===== config.mk =====
export PLATFORM = sky130hd
export DESIGN_NAME = flash_cmd_addr_seq
export DESIGN_NICKNAME = d
export VERILOG_FILES = /design/src/rtl/fcas_pkg.sv /design/src/rtl/fcas_row.sv /design/src/rtl/fcas_fmt.sv /design/src/rtl/fcas_fsm.sv /design/src/rtl/flash_cmd_addr_seq.sv
export SDC_FILE = /design/constraint.sdc
export NUM_CORES = 1
export LEC_CHECK = 0
export BUFFER_PORTS_ARGS = -buffer_cell sky130_fd_sc_hd__clkbuf_2
export CORE_UTILIZATION = 30
export CTS_BUF_LIST = sky130_fd_sc_hd__clkbuf_4 sky130_fd_sc_hd__clkbuf_8
export DETAILED_ROUTE_END_ITERATION = 10
export PLACE_DENSITY = 0.5
export SETUP_SLACK_MARGIN = 0.1
export SLEW_MARGIN = 20
export SYNTH_ARGS = -nofsm -noshare
export SYNTH_HDL_FRONTEND = slang
export SYNTH_SLANG_ARGS = --single-unit
export TNS_END_PERCENT = 30

===== constraint.sdc =====
create_clock -name clk -period 1.86 [get_ports clk]
set_input_delay 0.186 -clock clk [delete_from_list [all_inputs] [get_ports clk]]
set_output_delay 0.186 -clock clk [all_outputs]
set_load 0.01 [all_outputs]

===== src/rtl/fcas_pkg.sv =====
package fcas_pkg;
  localparam int SEQ_MAX = 7;
  localparam int COL_W   = 16;
  localparam int ROW_OUT = 24;

  localparam logic [7:0] OP_READ    = 8'h00;
  localparam logic [7:0] OP_SPARE   = 8'h50;
  localparam logic [7:0] OP_CONFIRM = 8'h30;

  typedef enum logic [1:0] {ST_IDLE, ST_PRE, ST_SEND, ST_POST} seq_state_e;

  typedef struct packed {
    logic       is_addr;
    logic [7:0] val;
  } bus_cyc_t;
endpackage


===== src/rtl/fcas_row.sv =====
module fcas_row #(
  parameter int BLK_W         = 12,
  parameter int PAGE_W        = 6,
  parameter int PAGES_PER_BLK = 64
) (
  input  logic [BLK_W-1:0]               blk_i,
  input  logic [PAGE_W-1:0]              page_i,
  output logic [fcas_pkg::ROW_OUT-1:0]   row_o
);
  localparam int ROW_W = BLK_W + PAGE_W;

  logic [ROW_W-1:0] row_full;

  always_comb begin
    row_full = ROW_W'(blk_i) * ROW_W'(PAGES_PER_BLK) + ROW_W'(page_i);
    row_o    = fcas_pkg::ROW_OUT'(row_full);
  end
endmodule


===== src/rtl/fcas_fmt.sv =====
module fcas_fmt
  import fcas_pkg::*;
#(
  parameter bit LARGE_PAGE = 1'b1,
  parameter bit EXTRA_ROW  = 1'b0,
  parameter bit BUS16      = 1'b0,
  parameter int PAGE_BYTES = 2048
) (
  input  logic [COL_W-1:0]           col_i,
  input  logic [7:0]                 cmd_i,
  input  logic [ROW_OUT-1:0]         row_i,
  output bus_cyc_t [SEQ_MAX-1:0]     cyc_o,
  output logic [2:0]                 len_o
);
  logic [3:0] row_top;
  logic       unused_row;

  assign row_top    = row_i[19:16];
  assign unused_row = ^row_i[ROW_OUT-1:20];

  generate
    if (LARGE_PAGE) begin : g_large
      logic [COL_W-1:0] col_w;
      logic [7:0]       op;

      always_comb begin
        col_w = col_i;
        op    = cmd_i;
        if (cmd_i == OP_SPARE) begin
          op    = OP_READ;
          col_w = col_i + COL_W'(PAGE_BYTES);
        end
        if (BUS16) col_w = col_w >> 1;

        cyc_o    = '0;
        cyc_o[0] = '{is_addr: 1'b0, val: op};
        cyc_o[1] = '{is_addr: 1'b1, val: col_w[7:0]};
        cyc_o[2] = '{is_addr: 1'b1, val: col_w[15:8]};
        cyc_o[3] = '{is_addr: 1'b1, val: row_i[7:0]};
        cyc_o[4] = '{is_addr: 1'b1, val: row_i[15:8]};
        if (EXTRA_ROW) begin
          cyc_o[5] = '{is_addr: 1'b1, val: {4'h0, row_top}};
          cyc_o[6] = '{is_addr: 1'b0, val: OP_CONFIRM};
          len_o    = 3'd7;
        end else begin
          cyc_o[5] = '{is_addr: 1'b0, val: OP_CONFIRM};
          len_o    = 3'd6;
        end
      end
    end else begin : g_small
      logic unused_col;
      assign unused_col = ^col_i[COL_W-1:8];

      always_comb begin
        cyc_o    = '0;
        cyc_o[0] = '{is_addr: 1'b0, val: cmd_i};
        cyc_o[1] = '{is_addr: 1'b1, val: col_i[7:0]};
        cyc_o[2] = '{is_addr: 1'b1, val: row_i[7:0]};
        cyc_o[3] = '{is_addr: 1'b1, val: row_i[15:8]};
        if (EXTRA_ROW) begin
          cyc_o[4] = '{is_addr: 1'b1, val: {4'h0, row_top}};
          len_o    = 3'd5;
        end else begin
          len_o    = 3'd4;
        end
      end
    end
  endgenerate
endmodule


===== src/rtl/fcas_fsm.sv =====
module fcas_fsm
  import fcas_pkg::*;
#(
  parameter int CYC_CLKS = 2
) (
  input  logic                     clk,
  input  logic                     rst,
  input  logic                     start_i,
  input  logic                     rdy_i,
  input  bus_cyc_t [SEQ_MAX-1:0]   cyc_i,
  input  logic [2:0]               len_i,
  output logic                     busy_o,
  output logic                     done_o,
  output logic                     we_o,
  output logic                     kind_o,
  output logic [7:0]               data_o
);
  localparam int TMR_W = (CYC_CLKS < 2) ? 1 : $clog2(CYC_CLKS);

  seq_state_e             state;
  bus_cyc_t [SEQ_MAX-1:0] seq_q;
  logic [2:0]             len_q;
  logic [2:0]             idx;
  logic [TMR_W-1:0]       tmr;

  always_ff @(posedge clk) begin
    if (rst) begin
      state  <= ST_IDLE;
      seq_q  <= '0;
      len_q  <= '0;
      idx    <= '0;
      tmr    <= '0;
      busy_o <= 1'b0;
      done_o <= 1'b0;
      we_o   <= 1'b0;
      kind_o <= 1'b0;
      data_o <= '0;
    end else begin
      done_o <= 1'b0;
      we_o   <= 1'b0;
      case (state)
        ST_IDLE: begin
          if (start_i) begin
            seq_q  <= cyc_i;
            len_q  <= len_i;
            busy_o <= 1'b1;
            state  <= ST_PRE;
          end
        end
        ST_PRE: begin
          if (rdy_i) begin
            idx   <= '0;
            tmr   <= '0;
            state <= ST_SEND;
          end
        end
        ST_SEND: begin
          if (tmr != '0) begin
            tmr <= tmr - 1'b1;
          end else if (idx == len_q) begin
            state <= ST_POST;
          end else begin
            we_o   <= 1'b1;
            kind_o <= seq_q[idx].is_addr;
            data_o <= seq_q[idx].val;
            idx    <= idx + 1'b1;
            tmr    <= TMR_W'(CYC_CLKS - 1);
          end
        end
        ST_POST: begin
          if (rdy_i) begin
            done_o <= 1'b1;
            busy_o <= 1'b0;
            state  <= ST_IDLE;
          end
        end
        default: state <= ST_IDLE;
      endcase
    end
  end
endmodule


===== src/rtl/flash_cmd_addr_seq.sv =====
module flash_cmd_addr_seq
  import fcas_pkg::*;
#(
  parameter int BLK_W         = 12,
  parameter int PAGE_W        = 6,
  parameter int PAGES_PER_BLK = 64,
  parameter int PAGE_BYTES    = 2048,
  parameter bit LARGE_PAGE    = 1'b1,
  parameter bit EXTRA_ROW     = 1'b0,
  parameter bit BUS16         = 1'b0,
  parameter int CYC_CLKS      = 2
) (
  input  logic              clk,
  input  logic              rst,
  input  logic              start_i,
  input  logic [BLK_W-1:0]  blk_i,
  input  logic [PAGE_W-1:0] page_i,
  input  logic [15:0]       col_i,
  input  logic [7:0]        cmd_i,
  input  logic              rdy_i,
  output logic              busy_o,
  output logic              done_o,
  output logic              we_o,
  output logic              cyc_addr_o,
  output logic [7:0]        data_o
);
  logic [ROW_OUT-1:0]     row;
  bus_cyc_t [SEQ_MAX-1:0] cyc;
  logic [2:0]             len;

  fcas_row #(
    .BLK_W(BLK_W), .PAGE_W(PAGE_W), .PAGES_PER_BLK(PAGES_PER_BLK)
  ) u_row (
    .blk_i(blk_i), .page_i(page_i), .row_o(row)
  );

  fcas_fmt #(
    .LARGE_PAGE(LARGE_PAGE), .EXTRA_ROW(EXTRA_ROW),
    .BUS16(BUS16), .PAGE_BYTES(PAGE_BYTES)
  ) u_fmt (
    .col_i(col_i), .cmd_i(cmd_i), .row_i(row), .cyc_o(cyc), .len_o(len)
  );

  fcas_fsm #(.CYC_CLKS(CYC_CLKS)) u_fsm (
    .clk(clk), .rst(rst), .start_i(start_i), .rdy_i(rdy_i),
    .cyc_i(cyc), .len_i(len),
    .busy_o(busy_o), .done_o(done_o), .we_o(we_o),
    .kind_o(cyc_addr_o), .data_o(data_o)
  );
endmodule


## After elaboration in Yosys (flattened, before gate mapping)

Index checks and enable logic that the tools add are counted.

- Output and inout bits: 12
- Register bits after elaboration: 60
- Bits of input ports: 46
- Word-level logic and storage cells: 67

- Multiplexer cells: 21
- Eq/ne operators: 11
- Bitwise gates (word level): 4
- Magnitude comparators: 1
- Reduce and logical (&&, ||, !) cells: 11
- $add $sub $neg: 4

Operator list:

| kind | count |
|---|---|
| $bmux 9 s3 | 1 |
| $add 16x12->16 const B | 1 |
| $add 16x6->16 | 1 |
| $mux 16 | 1 |
| $mux 2 | 5 |
| $ne 2x2->1 const B | 5 |
| $mux 3 | 3 |
| $mux 9 | 1 |
| $eq 8x7->1 const B | 1 |
| $mux 8 | 1 |
| $pmux 2 s4 | 1 |
| $pmux 3 s2 | 1 |
| $reduce_and 3->1 | 2 |
| $mux 1 | 5 |
| $reduce_and 5->1 | 1 |
| $eq 2x2->1 const B | 2 |
| $lt 3x4->1 const B | 1 |
| $not 1->1 | 4 |
| $pmux 1 s2 | 2 |
| $reduce_and 2->1 | 2 |
| $reduce_and 4->1 | 1 |
| $reduce_bool 2->1 | 2 |
| $add 3x1->3 const B | 1 |
| $eq 3x3->1 | 1 |
| 6 further kinds | 6 |

## Longest topological paths before layout

Gate-level depths: netlist of run 1.

- Word-level depth: 4
- Mapped depth: 7
- Mapped depth without buffers: 6

## Modules after synthesis

A second synthesis of run 1 with hierarchy kept.

- Cells, all modules: 558
- Area total of the unflattened synthesis: 4469.3 um^2

Modules (own cells, without submodules):

| module | instances | seq. area each (um^2) | cells an instance | area each (um^2) |
|---|---|---|---|---|
| fcas_fsm | 1 | 1681.6 | 456 | 3701.0 |
| fcas_fmt | 1 | 0.0 | 77 | 584.3 |
| fcas_row | 1 | 0.0 | 25 | 183.9 |

## Least setup slack after synthesis of run 1

Ideal clock, no wire load.

- Path type: register to register
- Start: register u_fsm.state[1]
- End: register u_fsm.state[0]
- Path slack: 0.188 ns
- Stages on the path, launching flop included: 7
- Data required time: 1.744 ns
- Period minus slack after synthesis: 1.672 ns
- Setup time: 0.116 ns
- Buffers on the path: 0
- Data arrival time: 1.556 ns
- Cell sequence: dfxtp_1 > inv_1 > ha_1 > nor2b_1 > a21o_1 > or4_1 > o211a_1

- Cells in the longest elaborated chain, start to end: 3
- Elaborated cells on any way between the ends: 11
- Classes of those cells: eq/ne (8); mux (1); reduce/logical (2)

RTL lines:

| item | line | source |
|---|---|---|
| start, declared | fcas_fsm.sv:20 | `seq_state_e state;` |
| start signal, assigned | fcas_fsm.sv:28 | `state <= ST_IDLE;` |
| start signal, assigned | fcas_fsm.sv:47 | `state <= ST_PRE;` |
| start signal, assigned | fcas_fsm.sv:54 | `state <= ST_SEND;` |
| $eq 2x2->1 (tied with other cells) | fcas_fsm.sv:41 | `case (state)` |
| $ne 2x2->1 (no line) or $ne 2x1->1 (tied branches) | -- |  |
| $reduce_and 5->1 (no line) | -- |  |

Parallel ways exist; a longest one is shown, timed or not.
A chain may end at the register's enable or synchronous reset.

## Worst setup path in the final report of run 1

- Start: register u_fsm.idx[1]
- End: register u_fsm.data_o[7]

- Cells in the longest elaborated chain, start to end: 3
- Elaborated cells on any way between the ends: 5
- Classes of those cells: eq/ne (1); mux (2); bitwise (1); reduce/logical (1)

RTL lines:

| item | line | source |
|---|---|---|
| start, declared | fcas_fsm.sv:23 | `logic [2:0] idx;` |
| start signal, assigned | fcas_fsm.sv:66 | `idx <= idx + 1'b1;` |
| parallel branches: the longest is 3 deep, another holds $bmux 9 s3 | -- |  |
| end signal, assigned | fcas_fsm.sv:65 | `data_o <= seq_q[idx].val;` |
| end, declared | fcas_fsm.sv:16 | `output logic [7:0] data_o` |

Parallel ways; which one is timed is not known. The select of a mux whose other input is x is not followed.

==> results of run 1 <==
## cells in the final DEF (no fill, tap or decap), types with 2 or more instances in the layout
| master | n |
|---|---|
| nand2_1 | 81 |
| dfxtp_1 | 58 |
| clkbuf_2 | 55 |
| a21oi_1 | 41 |
| nor2_1 | 20 |
| buf_4 | 11 |
| clkbuf_8 | 10 |
| nor2b_1 | 8 |
| a311oi_1 | 8 |
| nand3_1 | 8 |
| inv_1 | 7 |
| o21ai_0 | 7 |
| ha_1 | 7 |
| nor3_1 | 6 |
| mux4_2 | 5 |
| a211oi_1 | 5 |
| xor2_1 | 4 |
| mux2i_1 | 4 |
| nand3b_1 | 4 |
| clkinv_2 | 3 |
| buf_12 | 3 |
| nand4b_1 | 2 |
| and3_1 | 2 |
| nand4_1 | 2 |
| a31oi_1 | 2 |
## area by class of cell
| type | count | share of cell area [%] |
|---|---|---|
| tap | 108 | 4.00 |
| multi-input combinational | 238 | 42.2 |
| clock inverter | 5 | 1.59 |
| clock buffer | 10 | 4.08 |
| sequential | 59 | 35.0 |
| timing repair buffer | 69 | 12.4 |
| inverter | 7 | 0.778 |
## cell families after synthesis
group,count (synthesis),share of synthesized area [%]
simple gates,146,25.4
compound gates,70,15.1
flops,59,43.1
buf+inv,31,5.03
mux,10,6.53
fa+ha+maj,7,3.20
xor+xnor,5,1.60
## stage by stage
stage / total power [mW] / setup WS, ns / utilization, % / area (µm²)
after floorplan: 2.36 / 0.188 / - / 2740
after global placement: 2.69 / 0.129 / 36.3 / 3180
after detailed placement: 2.71 / 0.108 / 36.3 / 3180
after CTS: 3.86 / 0.123 / 38.5 / 3370
after global routing: 4.09 / 0.0862 / 38.5 / 3380
final: 3.82 / 0.125 / 38.5 / 3380
## routing by layer
layer / part of all wire (%) / global-route usage (%)
met5: 0 / 0
met4: 1.2 / 6.11
met3: 5.1 / 4.32
met2: 43 / 21.7
met1: 50 / 20.3
## worst max-delay path by stage
stage / from / endpoint / slack (ns) / cells after the start
CTS: u_fsm.state[1]$_SDFFE_PP0P_ / u_fsm.state[0]$_SDFFE_PP0P_ / 0.12 / 6
detailed placement: u_fsm.idx[0]$_SDFFE_PP0P_ / u_fsm.state[1]$_SDFFE_PP0P_ / 0.11 / 5
finish: u_fsm.idx[1]$_SDFFE_PP0P_ / u_fsm.data_o[7]$_SDFFE_PP0P_ / 0.13 / 4
floorplan: u_fsm.state[1]$_SDFFE_PP0P_ / u_fsm.state[0]$_SDFFE_PP0P_ / 0.19 / 6
global placement: u_fsm.idx[1]$_SDFFE_PP0P_ / u_fsm.data_o[7]$_SDFFE_PP0P_ / 0.13 / 4
global route: u_fsm.state[1]$_SDFFE_PP0P_ / u_fsm.state[0]$_SDFFE_PP0P_ / 0.09 / 6
## repair_timing
item                       CTS  global route
buffers inserted             0             0
pin swaps                    1             0
gates resized for setup      0             2
setup endpoints to repair    1             4
cloned                       0             0
## sequential cells by signal, indices dropped and copies added, names as in the netlist
name          flops
u_fsm.we_o        1
u_fsm.seq_q      41
u_fsm.busy_o      1
u_fsm.data_o      8
u_fsm.kind_o      1
u_fsm.state       2
u_fsm.idx         3
u_fsm.done_o      1
u_fsm.tmr         1
## power by group through the flow
stage	Sequential (mW)	Combinational, mW	Clock (mW)
final	1.64	1.04	1.14
after global routing	1.67	1.17	1.25
after CTS	1.64	1.04	1.18
after detailed placement	1.67	1.04	0
after global placement	1.66	1.03	0
after floorplan	1.64	0.721	0
## critical path: cells and delay by family, from the launching register on
| kind | cells | cell delay [ns] |
|---|---|---|
| AO/OA/AOI/OAI | 1 | 0.27 |
| flip-flops | 1 | 0.49 |
| AND/OR/NAND/NOR | 2 | 0.24 |
| multiplexers | 1 | 0.62 |
==> impl_metrics.csv, run 1 <==
group,metric,value,unit
logic_synthesis,synth_fp_nets,381,
logic_synthesis,synth-seq-area-share,43.1,%
sta,clock.fmax,576,MHz
power_and_ir_drop,power_frac_seq,43.0,%
logic_synthesis,postSynthCellCount,328,
drt,ant_nets,0,
logic_synthesis,yosys-top-cells-count,"81 x nand2_1, 59 x dfxtp_1, 42 x a21oi_1",
logic_synthesis,synth_area_leaders,"dfxtp_1 43%, nand2_1 11%, a21oi_1 7.7%",
drt,drt_wl_total,6.67,mm
setup_path,critPathMaxStageDelay,0.62,ns
cells_and_area,seq_area,0.00118,mm²
power_and_ir_drop,p_int,2.60,mW
cells_and_area,diodes,0,
setup_path,end_kind,"flip-flop",
sta,hold_ws,0.0631,ns
drt,drcViolationCount,0,
worst_hold_path,hold_path.class,"input pin to flip-flop",
power_and_ir_drop,ir_worst_vdd,0.377,mV
cts,clock_latency,0.34,ns
die,rows,34,
die,start_util,31.3,%
cts,cts_max_path_buffers,2,
drt,vias,2408,
cts,cts_max_level,3,
setup_path,cp_slowest_cell,"mux4_1",
status,run_status,"complete, no violations",
logic_synthesis,yosysTopAreaCell,"dfxtp_1",
logic_synthesis,synth_warnings,0,
sta,finalHoldViolCount,0,
power_and_ir_drop,p_per_area,1130,mW/mm²
logic_synthesis,synth_top_area_share,43.1,%
setup_path,rrSetupSlack,0.13,ns
cts,clk_pin_slew_worst_paths,0.07,ns
setup_path,cp-start-kind,"flip-flop",
setup_path,r2r_start,"u_fsm.idx[1]$_SDFFE_PP0P_",
placement,dp_cells,481,
die,core-area,0.00876,mm²
worst_hold_path,min_delay_worst_endpoint,"u_fsm.seq_q[28]$_SDFFE_PP0P_",
logic_synthesis,ys.flop_type,"dfxtp_1",
drt,drt_iter0_drc,107,
setup_path,crit_arrival,1.96,ns
setup_path,critPathKind,"flip-flop to flip-flop",
cells_and_area,final_nets,437,
cells_and_area,synthToLayoutAreaGrowth,23.3,%
drt,wire_per_inst,13.5,µm
power_and_ir_drop,switching_share,31.9,%
placement,hpwlAfterDp,4.71,mm
worst_hold_path,worstHoldStart,"page_i[1]",
grt,antenna_found_initial,0,
sta,fin_skew,0.00770,ns
setup_path,worstPathRequired,2.08,ns
power_and_ir_drop,clkPwrFrac,29.9,%
setup_path,path_cells,"mux4_1 > nor2b_1 > a311oi_1 > nor3_1",
logic_synthesis,ys_async_sr_fraction,0,%
sta,fin_crit_sh,93.3,%
placement,io_buffers,55,
cells_and_area,drive_above_1_share,24.5,%
cts,clock-sinks,59,
placement,gp_congestion,0.759,
grt,grt_max_degree,47,
grt,grt_usage,14.9,%
grt,globalRoute.totalOverflow,0,
sta,period_minus_slack,1.73,ns
sta,setup_viol,0,
grt,grt_first_pass_wirelength,11.2,mm
drt,drt_first_pass_iters,4,
logic_synthesis,synth_seq_cells,59,
logic_synthesis,synth.avg_cell_area,8.35,µm²
power_and_ir_drop,leakagePower,1.36,nW
flow_run,drv_cap,0,
logic_synthesis,ys_types,45,
die,io_pins,58,
sta,max_slew_margin,62.7,%
drt,drt-vias-per-instance,4.85,
sta,rsz0062_at_grt,"true",
sta,maxSlewViolCount,0,
die,fp.dieH,97.6,µm
die,die_w,97.6,µm
cts,cts_buffers,9,
setup_path,worstReg2RegEnd,"u_fsm.data_o[7]$_SDFFE_PP0P_",
setup_path,path_max_fanout,7,
logic_synthesis,synthesis.area,0.00274,mm²
cells_and_area,layoutNonFillerInstCount,496,
worst_hold_path,holdPathStages,3,
logic_synthesis,yosysMostFrequentCell,"nand2_1",
cts,root_buffer,"clkbuf_8",
cells_and_area,fill_cells,930,
logic_synthesis,synth-edff-count,0,
power_and_ir_drop,switchingPower,1.22,mW
sta,tightest_slew,0.558,ns
grt,grt_pass1_vias,2291,
setup_path,reg2regPathDepth,4,
cts,cts.hold.buffers_added,0,
cts,cts_tree,"built",
sta,tns,0,ns
die,die_area,0.00952,mm²
power_and_ir_drop,pwr-share-comb,27.1,%
cells_and_area,multiInputGateArea,0.00142,mm²
Note: power is estimated with default switching activity, not from simulation.
==> inputs of run 2 (changes only) <==
--- a/config.mk
+++ b/config.mk
@@ -10,6 +10,7 @@
 export CTS_BUF_LIST = sky130_fd_sc_hd__clkbuf_4 sky130_fd_sc_hd__clkbuf_8
 export DETAILED_ROUTE_END_ITERATION = 10
 export PLACE_DENSITY = 0.5
+export REMOVE_ABC_BUFFERS = 1
 export SETUP_SLACK_MARGIN = 0.1
 export SLEW_MARGIN = 20
 export SYNTH_ARGS = -nofsm -noshare
==> impl_metrics.csv, run 2 (synthesis results as in run 1) <==
group,metric,value,unit
cells_and_area,final_common_cell,"nand2_1",
cells_and_area,layout_common_cells,"81 x nand2_1, 58 x dfxtp_1, 55 x clkbuf_2",
grt,grt_usage,14.7,%
setup_path,path_max_fanout,11,
sta,fin_crit_sh,93.7,%
setup_path,crit_buf_inv,1,
die,core-area,0.00876,mm²
placement,hpwlAfterDp,4.84,mm
worst_hold_path,hold_path.class,"input pin to flip-flop",
die,fp.dieH,97.6,µm
setup_path,cp_slowest_cell,"or4_4",
sta,tns,0,ns
sta,finalHoldViolCount,0,
drt,drt_iter0_drc,87,
cells_and_area,final_nets,445,
cts,cts_buffers,9,
setup_path,path_cells,"buf_12 > or4_4 > and3_4 > nor3_4 > mux2i_1",
grt,grtUsageMet1,18.6,%
sta,maxSlewViolCount,0,
power_and_ir_drop,ir_worst_vdd,0.388,mV
setup_path,worstPathRequired,2.12,ns
sta,rsz0062_at_grt,"true",
grt,globalRoute.totalOverflow,0,
cells_and_area,synthToLayoutAreaGrowth,25.9,%
status,run_status,"complete, no violations",
drt,drt-vias-per-instance,4.80,
power_and_ir_drop,p_per_area,1120,mW/mm²
drt,ant_nets,0,
die,die_area,0.00952,mm²
drt,vias,2425,
cts,cts_tree,"built",
power_and_ir_drop,power,3.86,mW
sta,max_slew_margin,65.3,%
drt,drcViolationCount,0,
cts,clock_latency,0.34,ns
cells_and_area,largestRegisters,"u_fsm.seq_q x41, u_fsm.data_o x8, u_fsm.idx x3",
cts,clock-sinks,59,
grt,grt_first_pass_wirelength,11.1,mm
cells_and_area,multiInputGateArea,0.00143,mm²
sta,setup_viol,0,
sta,period_minus_slack,1.74,ns
cells_and_area,seq_area,0.00118,mm²
cells_and_area,drive_above_1_share,26.4,%
grt,grt_util_met3,3.24,%
cts,root_buffer,"clkbuf_8",
cts,cts_max_level,3,
setup_path,end_kind,"flip-flop",
setup_path,cp-start-kind,"flip-flop",
die,io_pins,58,
setup_path,critPathMaxStageDelay,0.58,ns
cts,cts_max_path_buffers,2,
setup_path,crit_arrival,2.01,ns
flow_run,drv_cap,0,
placement,gp_congestion,0.801,
grt,grt_max_degree,36,
cts,cts.hold.buffers_added,0,
cells_and_area,final_cell_area,0.00345,mm²
placement,io_buffers,55,
cts,clk_pin_slew_worst_paths,0.07,ns
power_and_ir_drop,leakagePower,1.40,nW
drt,drt_first_pass_iters,4,
sta,clock.fmax,574,MHz
cells_and_area,top_register,"u_fsm.seq_q",
grt,grt_pass1_vias,2345,
sta,tightest_slew,0.519,ns
grt,grt_busiest_layer,"met2",
cells_and_area,largest_reg_flops,41,
cells_and_area,diodes,0,
die,rows,34,
die,die_w,97.6,µm
placement,place_area,0.00324,mm²
setup_path,critPathKind,"flip-flop to flip-flop",
grt,grt_util_met2,23.9,%
grt,antenna_found_initial,0,
die,start_util,31.3,%
placement,dp_cells,489,
cells_and_area,fill_cells,944,
drt,wire_per_inst,13.0,µm
cells_and_area,layoutNonFillerInstCount,505,
setup_path,path_delay_family,"simple AND/OR/NAND/NOR gates",
cells_and_area,fin_util,39.4,%
drt,drt_wl_total,6.55,mm
sta,fin_skew,0.00823,ns
## run 2: report_power, final
part           switching [mW]  internal (mW)
Clock                   0.500          0.663
Combinational           0.581          0.479
Sequential              0.135           1.50
## run 2: metal layers
layer  vias to the layer above  part of all wire (%)
li1                       1268                     -
met1                      1104                    49
met2                        42                    46
met3                        11                   3.3
met4                         0                   1.4
met5                         -                     0
## run 2: through the flow
stage               setup WS [ns]  hold WS (ns)
finish                      0.117        0.0669
global route               0.0425        0.0673
CTS                         0.119        0.0554
detailed placement          0.112         0.415
global placement            0.112         0.413
floorplan                  0.0205         0.255
## run 2: final timing paths
path	slack, ns	depth (start not counted)	startpoint	endpoint
hold / removal	0.07	3	col_i[10]	u_fsm.seq_q[20]$_SDFFE_PP0P_
setup / recovery	0.12	5	u_fsm.idx[0]$_SDFFE_PP0P_	u_fsm.state[1]$_SDFFE_PP0P_
setup reg to reg	0.12	5	u_fsm.idx[0]$_SDFFE_PP0P_	u_fsm.state[1]$_SDFFE_PP0P_
hold reg to reg	0.45	2	u_fsm.seq_q[34]$_SDFFE_PP0P_	u_fsm.seq_q[34]$_SDFFE_PP0P_
## run 2: final cells by class
class	instances	area share, %
clock inverters	5	1.52
well taps	108	3.92
flip-flops and latches	59	34.3
inverters	7	0.762
repair buffers	77	13.9
clock buffers	11	4.21
multi-input cells	238	41.5
## run 2: worst min-delay path: stages
cell	delay, ns
clkbuf_2	0.08
nand2_1	0.04
a21oi_1	0.05
## run 2: timing repair
action                                  CTS  global route
endpoints found under the hold margin     0             0
setup buffers                             0             0
resized for setup                         1             3
endpoints found under the setup margin    1            12
